### src/rtl/mvr_pkg.sv
package mvr_pkg;
  typedef enum logic [1:0] {
    SB_LEFT  = 2'd0,
    SB_ABOVE = 2'd1,
    SB_NEW   = 2'd2,
    SB_BAD   = 2'd3
  } sb_code_e;

  typedef enum logic {
    ST_IDLE = 1'b0,
    ST_RUN  = 1'b1
  } walk_st_e;
endpackage

### src/rtl/mvr_ctrl.sv
module mvr_ctrl
  import mvr_pkg::*;
#(
  parameter int GRID = 4
) (
  input  logic                        clk,
  input  logic                        rst_n,
  input  logic                        start_i,
  input  logic [2*GRID*GRID-1:0]      codes_i,
  input  logic                        new_valid_i,
  output logic [$clog2(GRID*GRID)-1:0] idx_o,
  output sb_code_e                    code_o,
  output logic                        load_o,
  output logic                        wr_en_o,
  output logic                        new_ready_o,
  output logic                        busy_o,
  output logic                        done_o,
  output logic                        err_o
);
  localparam int N     = GRID * GRID;
  localparam int IDX_W = $clog2(N);
  localparam logic [IDX_W-1:0] LAST = IDX_W'(N - 1);

  walk_st_e          st_q, st_d;
  logic [IDX_W-1:0]  idx_q, idx_d;
  logic [2*N-1:0]    codes_q, codes_d;
  logic              done_q, done_d;
  logic              err_q, err_d;
  sb_code_e          cur;
  logic              step;

  assign cur  = sb_code_e'(codes_q[{idx_q, 1'b0} +: 2]);
  assign step = (st_q == ST_RUN) && ((cur != SB_NEW) || new_valid_i);

  always_comb begin
    st_d    = st_q;
    idx_d   = idx_q;
    codes_d = codes_q;
    done_d  = 1'b0;
    err_d   = err_q;
    load_o  = 1'b0;
    case (st_q)
      ST_IDLE: begin
        if (start_i) begin
          load_o  = 1'b1;
          st_d    = ST_RUN;
          idx_d   = '0;
          codes_d = codes_i;
          err_d   = 1'b0;
        end
      end
      ST_RUN: begin
        if (step) begin
          if (cur == SB_BAD) err_d = 1'b1;
          if (idx_q == LAST) begin
            st_d   = ST_IDLE;
            done_d = 1'b1;
          end else begin
            idx_d = idx_q + IDX_W'(1);
          end
        end
      end
      default: st_d = ST_IDLE;
    endcase
  end

  always_ff @(posedge clk or negedge rst_n) begin
    if (!rst_n) begin
      st_q    <= ST_IDLE;
      idx_q   <= '0;
      codes_q <= '0;
      done_q  <= 1'b0;
      err_q   <= 1'b0;
    end else begin
      st_q   <= st_d;
      idx_q  <= idx_d;
      done_q <= done_d;
      err_q  <= err_d;
      if (load_o) codes_q <= codes_d;
    end
  end

  assign idx_o       = idx_q;
  assign code_o      = cur;
  assign wr_en_o     = step;
  assign new_ready_o = (st_q == ST_RUN) && (cur == SB_NEW);
  assign busy_o      = (st_q == ST_RUN);
  assign done_o      = done_q;
  assign err_o       = err_q;

  // raster order, one index per resolved sub-block
  p_raster_step_r2: assert property (@(posedge clk) disable iff (!rst_n)
    (wr_en_o && idx_q != LAST) |=> (idx_q == $past(idx_q) + IDX_W'(1)));
  // a missing stream vector freezes the walk
  p_stall_hold_r5: assert property (@(posedge clk) disable iff (!rst_n)
    (new_ready_o && !new_valid_i) |=> ($stable(idx_q) && st_q == ST_RUN));
  // error flag is sticky until the next accepted start
  p_err_sticky_r7: assert property (@(posedge clk) disable iff (!rst_n)
    (err_q && !load_o) |=> err_q);
  // done lasts one cycle
  p_done_pulse_r8: assert property (@(posedge clk) disable iff (!rst_n)
    done_q |=> !done_q);
  // captured codes cannot change during a walk
  p_codes_hold_r9: assert property (@(posedge clk) disable iff (!rst_n)
    (st_q == ST_RUN) |=> $stable(codes_q));
endmodule

### src/rtl/mvr_select.sv
module mvr_select
  import mvr_pkg::*;
#(
  parameter int GRID = 4,
  parameter int MV_W = 16
) (
  input  logic [$clog2(GRID*GRID)-1:0] idx_i,
  input  sb_code_e                     code_i,
  input  logic [GRID*GRID*2*MV_W-1:0]  mv_flat_i,
  input  logic [GRID*2*MV_W-1:0]       left_i,
  input  logic [GRID*2*MV_W-1:0]       top_i,
  input  logic [2*MV_W-1:0]            new_mv_i,
  output logic [2*MV_W-1:0]            res_o
);
  localparam int N     = GRID * GRID;
  localparam int VW    = 2 * MV_W;
  localparam int IDX_W = $clog2(N);
  localparam int CW    = $clog2(GRID);

  logic [VW-1:0]    mv_a   [N];
  logic [VW-1:0]    left_a [GRID];
  logic [VW-1:0]    top_a  [GRID];
  logic [CW-1:0]    row, col;

  for (genvar g = 0; g < N; g++) begin : g_mv
    assign mv_a[g] = mv_flat_i[g*VW +: VW];
  end
  for (genvar e = 0; e < GRID; e++) begin : g_edge
    assign left_a[e] = left_i[e*VW +: VW];
    assign top_a[e]  = top_i[e*VW +: VW];
  end

  assign row = idx_i[IDX_W-1:CW];
  assign col = idx_i[CW-1:0];

  always_comb begin
    case (code_i)
      SB_LEFT:  res_o = (col == '0) ? left_a[col == '0 ? row : row]
                                    : mv_a[idx_i - IDX_W'(1)];
      SB_ABOVE: res_o = (row == '0) ? top_a[col]
                                    : mv_a[idx_i - IDX_W'(GRID)];
      SB_NEW:   res_o = new_mv_i;
      default:  res_o = '0;
    endcase
  end
endmodule

### src/rtl/mvr_store.sv
module mvr_store #(
  parameter int GRID = 4,
  parameter int MV_W = 16
) (
  input  logic                         clk,
  input  logic                         rst_n,
  input  logic                         load_i,
  input  logic                         busy_i,
  input  logic [GRID*2*MV_W-1:0]       left_i,
  input  logic [GRID*2*MV_W-1:0]       top_i,
  input  logic                         wr_en_i,
  input  logic [$clog2(GRID*GRID)-1:0] wr_idx_i,
  input  logic [2*MV_W-1:0]            wr_data_i,
  output logic [GRID*GRID*2*MV_W-1:0]  mv_flat_o,
  output logic [GRID*2*MV_W-1:0]       left_q_o,
  output logic [GRID*2*MV_W-1:0]       top_q_o
);
  localparam int N  = GRID * GRID;
  localparam int VW = 2 * MV_W;

  logic [N*VW-1:0]    mv_q, mv_d;
  logic [GRID*VW-1:0] left_q, top_q;

  always_comb begin
    mv_d = mv_q;
    if (wr_en_i) mv_d[int'(wr_idx_i)*VW +: VW] = wr_data_i;
  end

  always_ff @(posedge clk or negedge rst_n) begin
    if (!rst_n) begin
      mv_q   <= '0;
      left_q <= '0;
      top_q  <= '0;
    end else begin
      if (wr_en_i) mv_q <= mv_d;
      if (load_i) begin
        left_q <= left_i;
        top_q  <= top_i;
      end
    end
  end

  assign mv_flat_o = mv_q;
  assign left_q_o  = left_q;
  assign top_q_o   = top_q;

  // results frozen while idle
  p_hold_idle_r8: assert property (@(posedge clk) disable iff (!rst_n)
    !busy_i |=> $stable(mv_q));
  // edge vectors frozen during a walk
  p_edge_hold_r9: assert property (@(posedge clk) disable iff (!rst_n)
    busy_i |=> ($stable(left_q) && $stable(top_q)));
endmodule

### src/rtl/mv_split_resolver.sv
module mv_split_resolver
  import mvr_pkg::*;
#(
  parameter int GRID = 4,
  parameter int MV_W = 16
) (
  input  logic                        clk,
  input  logic                        rst_n,
  input  logic                        start_i,
  input  logic [2*GRID*GRID-1:0]      codes_i,
  input  logic [GRID*2*MV_W-1:0]      left_edge_i,
  input  logic [GRID*2*MV_W-1:0]      top_edge_i,
  input  logic [2*MV_W-1:0]           new_mv_i,
  input  logic                        new_valid_i,
  output logic                        new_ready_o,
  output logic [GRID*GRID*2*MV_W-1:0] mv_o,
  output logic                        done_o,
  output logic                        busy_o,
  output logic                        err_o
);
  localparam int N     = GRID * GRID;
  localparam int IDX_W = $clog2(N);
  localparam int VW    = 2 * MV_W;

  logic [IDX_W-1:0]   idx;
  sb_code_e           code;
  logic               load, wr_en, busy;
  logic [VW-1:0]      res;
  logic [N*VW-1:0]    mv_flat;
  logic [GRID*VW-1:0] left_q, top_q;

  mvr_ctrl #(.GRID(GRID)) u_ctrl (
    .clk(clk), .rst_n(rst_n), .start_i(start_i), .codes_i(codes_i),
    .new_valid_i(new_valid_i), .idx_o(idx), .code_o(code), .load_o(load),
    .wr_en_o(wr_en), .new_ready_o(new_ready_o), .busy_o(busy),
    .done_o(done_o), .err_o(err_o)
  );

  mvr_select #(.GRID(GRID), .MV_W(MV_W)) u_sel (
    .idx_i(idx), .code_i(code), .mv_flat_i(mv_flat), .left_i(left_q),
    .top_i(top_q), .new_mv_i(new_mv_i), .res_o(res)
  );

  mvr_store #(.GRID(GRID), .MV_W(MV_W)) u_store (
    .clk(clk), .rst_n(rst_n), .load_i(load), .busy_i(busy),
    .left_i(left_edge_i), .top_i(top_edge_i), .wr_en_i(wr_en),
    .wr_idx_i(idx), .wr_data_i(res), .mv_flat_o(mv_flat),
    .left_q_o(left_q), .top_q_o(top_q)
  );

  assign mv_o   = mv_flat;
  assign busy_o = busy;
endmodule

### config.mk
export PLATFORM = sky130hd
export DESIGN_NAME = mv_split_resolver
export DESIGN_NICKNAME = d
export VERILOG_FILES = /design/src/rtl/mvr_pkg.sv /design/src/rtl/mvr_ctrl.sv /design/src/rtl/mvr_select.sv /design/src/rtl/mvr_store.sv /design/src/rtl/mv_split_resolver.sv
export SDC_FILE = /design/constraint.sdc
export NUM_CORES = 2
export LEC_CHECK = 0
export BUFFER_PORTS_ARGS = -buffer_cell sky130_fd_sc_hd__buf_2
export CORE_AREA = 8 8 320 322
export CTS_CLUSTER_DIAMETER = 100
export DETAILED_ROUTE_END_ITERATION = 10
export DIE_AREA = 0 0 328 330
export PLACE_DENSITY_LB_ADDON = 0.12
export SYNTH_ARGS = -nofsm -noshare
export SYNTH_HDL_FRONTEND = slang
export SYNTH_HIERARCHICAL = 1
export SYNTH_SLANG_ARGS = --single-unit
### constraint.sdc
create_clock -name clk -period 5.9 [get_ports clk]
set_input_delay 0 -clock clk [delete_from_list [all_inputs] [get_ports clk]]
set_output_delay 0 -clock clk [all_outputs]
set_load 0.03 [all_outputs]
======== Word-level counts from Yosys, hierarchy flattened ========
Index checks and enable logic that the tools add are counted.
Widths: inputs -> output; s select.
word-level totals
  register bits after elaboration ......... 807
  input bits .............................. 324
  output and inout bits ................... 516
  word-level logic and storage cells ...... 74
cells by class
  $add $sub $neg .......................... 4
  magnitude comparators ................... 4
  eq/ne operators ......................... 9
  shift-type cells ........................ 3
  multiplexer cells ....................... 32
  bitwise operators ....................... 5
  reduce and logical (&&, ||, !) cells .... 9
operators by type and width
  operator                   count
  $bwmux 512                 1
  $shift 32x33->512 const A  1
  $shiftx 32x33->512         1
  $mux 32                    10
  $bmux 32 s4                2
  $bmux 32 s2                2
  $pmux 32 s3                1
  $neg 9->33                 1
  $shiftx 32x6->2            1
  $mux 4                     3
  $ge 5x5->1 const B         2
  $mux 1                     10
  $ne 2x2->1 const B         5
  $not 4->5                  2
  $reduce_and 3->1           3
  $pmux 4 s2                 1
  $ge 3x3->1 const B         2
  $logic_not 2->1            3
  $not 2->3                  2
  $add 4x1->4 const B        1
  $eq 2x2->1 const B         2
  $eq 4x4->1 const B         1
  $pmux 1 s2                 2
  $sub 4x1->4 const B        1
  other kinds (5)            6

======== Longest topological paths before layout ========
  word-level depth ........................ 9
  gate-level depth with buffers ........... 16
  mapped depth without buffers ............ 11

======== Hierarchy ========
Netlist, hierarchy kept.
modules (own cells, without submodules)
  module      times used  cells an instance  area each (µm²)  seq. area each (µm²)
  mvr_store   1           2282               30306.6          19218.4
  mvr_select  1           942                10593.9          0.0
  mvr_ctrl    1           151                1939.4           975.9

======== Worst setup path before layout ========
No wires, ideal clock.
  path kind ............................... register to register
  start ................................... register u_ctrl.idx_q[1] (netlist: u_ctrl/idx_o[1])
  end ..................................... register u_store.mv_q[433] (netlist: u_store/mv_flat_o[433])
  setup time .............................. 125 ps
  arrival ................................. 3462 ps
  required time ........................... 5775 ps
  path slack .............................. 2313 ps
  cell stages (with the launch flop) ...... 17
  buffers on the path ..................... 7
  clock period less this slack ............ 3587 ps
  cells stage by stage .................... dfrtp_1 > buf_4 > buf_4 > buf_4 > buf_2 > inv_1 > ha_1 > buf_2 > clkbuf_1 > mux4_2 > mux2i_1 > o22a_1 > o211ai_1 > clkbuf_1 > nand2_1 > nor2_1 > mux2_4
between the ends
  word-level cells in the longest chain between the ends .. 9
  elaborated cells on any way between the ends .. 29
  those cells by class .................... add/sub: 3; eq/ne: 3; shift: 3; mux: 13; bitwise: 3; reduce/logical: 4
RTL lines
  item                                             RTL line                            text
  start, declared                                  mvr_ctrl.sv:25                      logic [IDX_W-1:0] idx_q, idx_d;
  start signal, assigned                           mvr_ctrl.sv:76                      idx_q <= idx_d;
  $sub 4x3->4 or $sub 4x1->4 (tied branches)       mvr_select.sv:41, mvr_select.sv:39
  $not 4->5, on equally long branches              mvr_select.sv:41, mvr_select.sv:39
  $bmux 32 s4, on equally long branches            mvr_select.sv:41, mvr_select.sv:39
  $mux 32, on equally long branches (2 in series)  mvr_select.sv:41, mvr_select.sv:39
  $mux 32, on equally long branches                mvr_select.sv:40, mvr_select.sv:38
  $pmux 32 s3 *                                    mvr_select.sv:37                    case (code_i)
  named net res[17]                                mv_split_resolver.sv:28             logic [VW-1:0] res;
  $shiftx 32x33->512 *                             mvr_store.sv:26                     if (wr_en_i) mv_d[int'(wr_idx_i)*VW +: VW] = wr_data_i;
  $bwmux 512 *                                     mvr_store.sv:26
  end signal, assigned                             mvr_store.sv:35                     if (wr_en_i) mv_q <= mv_d;
  end, declared                                    mvr_store.sv:21                     logic [N*VW-1:0] mv_q, mv_d;
The timed path passes the listed nets; every way through them passes the cells marked *. The select of a mux whose other input is x is not followed.
A chain may end at the register's enable or synchronous reset.

======== Final worst setup path ========
  start ................................... register u_ctrl.idx_q[1] (netlist: u_ctrl/idx_o[1])
  end ..................................... register u_store.mv_q[363] (netlist: u_store/mv_flat_o[363])
between the ends
  elaborated cells on any way between the ends .. 29
  those cells by class .................... add/sub: 3; eq/ne: 3; shift: 3; mux: 13; bitwise: 3; reduce/logical: 4
RTL lines
  item                                RTL line                 text
  $shiftx 32x6->2 *                   mvr_ctrl.sv:32           assign cur = sb_code_e'(codes_q[{idx_q, 1'b0} +: 2]);
  named net code[1]                   mv_split_resolver.sv:26  sb_code_e code;
  $eq 2x2->1 (tied with other cells)  mvr_select.sv:37
  $pmux 32 s3 *                       mvr_select.sv:37
  named net res[11]                   mv_split_resolver.sv:28
  $shiftx 32x33->512 *                mvr_store.sv:26
  $bwmux 512 *                        mvr_store.sv:26
Marked as above.

==> flow_metrics.py <==
metrics = {
    "logic_synthesis": {
        "ys_seq_area_share_pct": 47.1,
        "synthesis.area_sq_um": 42800,
        "ys_ff_latch": 807,
        "synth_ff_type": "dfrtp_1",
        "yosysUniqueCellTypes": 66,
        "synth_top_cell_area_share_pct": 47.1,
        "synth_top_family_by_area": "multiplexers",
        "synth_compound_area_share_pct": 6.04,
        "yosys.area.top_type": "dfrtp_1",
        "yosysMostFrequentCell": "dfrtp_1",
        "ys_async_sr_fraction_pct": 100,
        "synth-edff-count": 0,
        "synth_area_per_cell_sq_um": 12.7,
        "syn_nets": 3704,
        "syn_inst": 3375,
        "ys_warn_count": 6,
        "synth_adder_area_share_pct": 0.146,
        "muxShareOfSynthArea_pct": 35.0,
        "yosys-top-cells-count": "dfrtp_1, mux2_2, nand2_1, mux4_2, nor2_1",
        "ys_top_cells_by_area": "dfrtp_1, mux4_2, mux2_2, mux2i_1, nand2_1",
        "synth-simple-area-share_pct": 7.21,
        "synth_xor_area_share_pct": 0.149,
    },
    "floorplanning": {
        "rows": 115,
        "io-pin-count": 840,
        "die_x_um": 328,
        "die-area_sq_um": 108000,
        "die_h_um": 330,
        "initial_utilization_pct": 44.0,
        "fp.coreArea_sq_um": 97400,
    },
    "status": {
        "status": "completed",
    },
    "timing": {
        "max-slew-margin-rel_pct": 16.4,
        "worst_pin_slew_ns": 1.25,
        "post-route-worst-setup-slack_ns": 0.972,
        "final_hold_viol_count": 0,
        "finalMaxSlewViolations": 0,
        "period_share_pct": 83.5,
        "rsz0062_at_grt": "false",
        "period_minus_slack_ns": 4.93,
        "setup_viol": 0,
        "hold-worst-slack_ns": 0.0845,
        "max_freq_mhz": 203,
        "worst_clock_skew_ns": 0.0250,
        "fin_setup_tns_ns": 0,
    },
    "cts": {
        "cts_tree": "built",
        "cts_made_buffers": 93,
        "worstSkewPairLatency_ns": 0.68,
        "clkTransAtPathRegs_ns": 0.06,
        "cts_root_buf": "clkbuf_16",
        "clkSinkCount": 807,
        "clk_path_buf_depth": 3,
        "htreeDepth": 3,
        "cts_resized": 0,
    },
    "placement": {
        "dpl_worst_slack_ns": 1.14,
        "port_buffers": 839,
        "place_area_sq_um": 48200,
        "dp_hpwl_mm": 126,
        "gp_congestion": 0.889,
    },
    "route": {
        "initialDrtViolationCount": 3281,
        "route.detailed.drc": 0,
        "drtAntennaViolNets": 0,
        "firstDrtPassIters": 6,
        "routed_wl_mm": 184,
        "wl_met3_mm": 17.3,
        "vias": 34600,
        "wl_met1_mm": 70.2,
        "vias_per_cell": 6.03,
        "dr.max_layer_used": "met5",
        "wl_per_cell_um": 32.0,
        "dr_wl_met2_mm": 85.8,
    },
    "final_layout": {
        "area_growth_syn_to_layout_pct": 26.6,
        "nets": 4710,
        "fillCellCount": 8244,
        "drive_gt1_share_pct": 44.0,
        "final_cell_area_sq_um": 54200,
    },
    "global_routing": {
        "grt_antenna_before_repair": 10,
        "grtUsageTotal_pct": 32.9,
        "grt_first_pass_wirelength_mm": 261,
        "grt.overflow.total": 0,
        "grt_max_degree": 160,
        "first_global_vias": 35600,
    },
    "critical_path": {
        "cp_max_fo": 22,
        "cp.required_ns": 6.43,
        "worstPathArrival_ns": 5.46,
        "critPathCaptureType": "flop",
        "criticalPathCategory": "reg2reg",
        "cp-start-kind": "flop",
    },
    "pwr": {
        "leakage_nw": 25.5,
        "ir_drop_uv": 506,
        "power_density_nw_per_um2": 710,
    },
    "run": {
        "maxCapViolCount": 0,
    },
    "min_path": {
        "hold_class": "in2reg",
    },
}
[sequential cells by signal, summed over array words and instances (netlist names)]
register / flops
u_store/top_q_o: 128
u_store/mv_flat_o: 512
u_store/left_q_o: 128
u_ctrl/done_o: 1
u_ctrl/idx_o: 4
u_ctrl/busy_o: 1
u_ctrl/err_o: 1
u_ctrl/codes_q: 32
[worst paths after layout]
check | to | slack (ns) | cells after the start | startpoint
setup / recovery | u_store/mv_flat_o[363] | 0.97 | 10 | u_ctrl/idx_o[1]
hold / removal | u_store/left_q_o[122] | 0.08 | 3 | left_edge_i[122]
setup reg to reg | u_store/mv_flat_o[363] | 0.97 | 10 | u_ctrl/idx_o[1]
hold reg to reg | u_store/left_q_o[67] | 0.50 | 1 | u_store/left_q_o[67]
max in group asynchronous | u_store/mv_flat_o[141] | 3.51 | 4 | rst_n
min in group asynchronous | u_store/mv_flat_o[341] | 0.50 | 3 | rst_n
[area by class of cell]
cell class | count | area (sq um) | share of cell area, %
antenna | 3 | 7.51 | 0.0138
clock buffer | 136 | 2730 | 5.04
clock inverter | 35 | 365 | 0.674
inverter | 106 | 399 | 0.736
multi-input combinational | 2155 | 21000 | 38.7
sequential | 807 | 20200 | 37.3
tap | 1287 | 1610 | 2.97
timing repair buffer | 1218 | 7900 | 14.6
[layout by cell type (no fill, tap or decap), drive strengths merged, types with 4 or more instances in the layout]
| master | synthesis | layout |
|---|---|---|
| dfrtp | 807 | 807 |
| clkbuf | 168 | 136 |
| clkinvlp | 0 | 4 |
| buf | 139 | 924 |
| inv | 106 | 108 |
| clkinv | 0 | 23 |
| o21ai | 65 | 65 |
| nand3 | 26 | 26 |
| bufinv | 0 | 6 |
| nor3b | 4 | 4 |
| dlygate4sd3 | 0 | 294 |
| nor3 | 10 | 10 |
| nor4 | 5 | 5 |
| nand2 | 335 | 335 |
| o31ai | 113 | 113 |
| a22oi | 70 | 70 |
| and3 | 36 | 36 |
| mux2i | 213 | 213 |
| nor2b | 8 | 8 |
| o22ai | 31 | 31 |
| mux2 | 550 | 550 |
| a21oi | 4 | 4 |
| mux4 | 292 | 292 |
| ha | 5 | 5 |
| o22a | 31 | 31 |
| nand4 | 5 | 5 |
| o211ai | 33 | 33 |
| nor2 | 277 | 277 |
[where the power goes]
part,leakage (nW),total (mW),switching [mW],internal (mW)
sequential,10.5,10.2,2.32,7.90
clock,1.53,5.93,2.45,3.47
combinational,13.5,22.4,14.5,7.86
[stage by stage]
step / power (mW) / utilization [%] / std cells
floorplan: 23.9 / - / 3375
global placement: 32.0 / 49.5 / 5279
detailed placement: 32.3 / 49.5 / 5279
CTS: 38.4 / 55.7 / 5744
global route: 40.1 / 55.7 / 5747
finish: 38.5 / 55.7 / 5747
[cells by family (layout without fill, tap and decap cells)]
logic type	count (synthesis)	in the layout
compound gates	362	362
xor+xnor	3	3
fa+ha+maj	5	5
buf+inv	413	1495
flops	807	807
mux	1055	1055
other cells	0	3
simple gates	730	730
[timing repair]
item / 4_1_cts / 5_1_grt
buffers inserted: 0 / 0
hold buffers: 294 / 0
endpoints found under the hold margin: 376 / 0
[per-layer routing]
layer	GRT usage, %	up-vias
met3	9.20	429
met4	16.8	8
li1	-	14400
met5	0	-
met2	52.3	1806
met1	41.2	18000
[worst max-delay path, stage by stage (launching register included)]
cell	delay (ns)
dfrtp_4	0.51
mux4_2	0.51
mux2i_1	0.39
mux2i_1	0.32
nor3_1	0.67
nand2_2	0.68
buf_4	0.46
o22a_1	0.23
o211ai_1	0.31
nand2_1	0.34
o31ai_1	0.33
No activity file was read; power rests on OpenSTA's default activity.
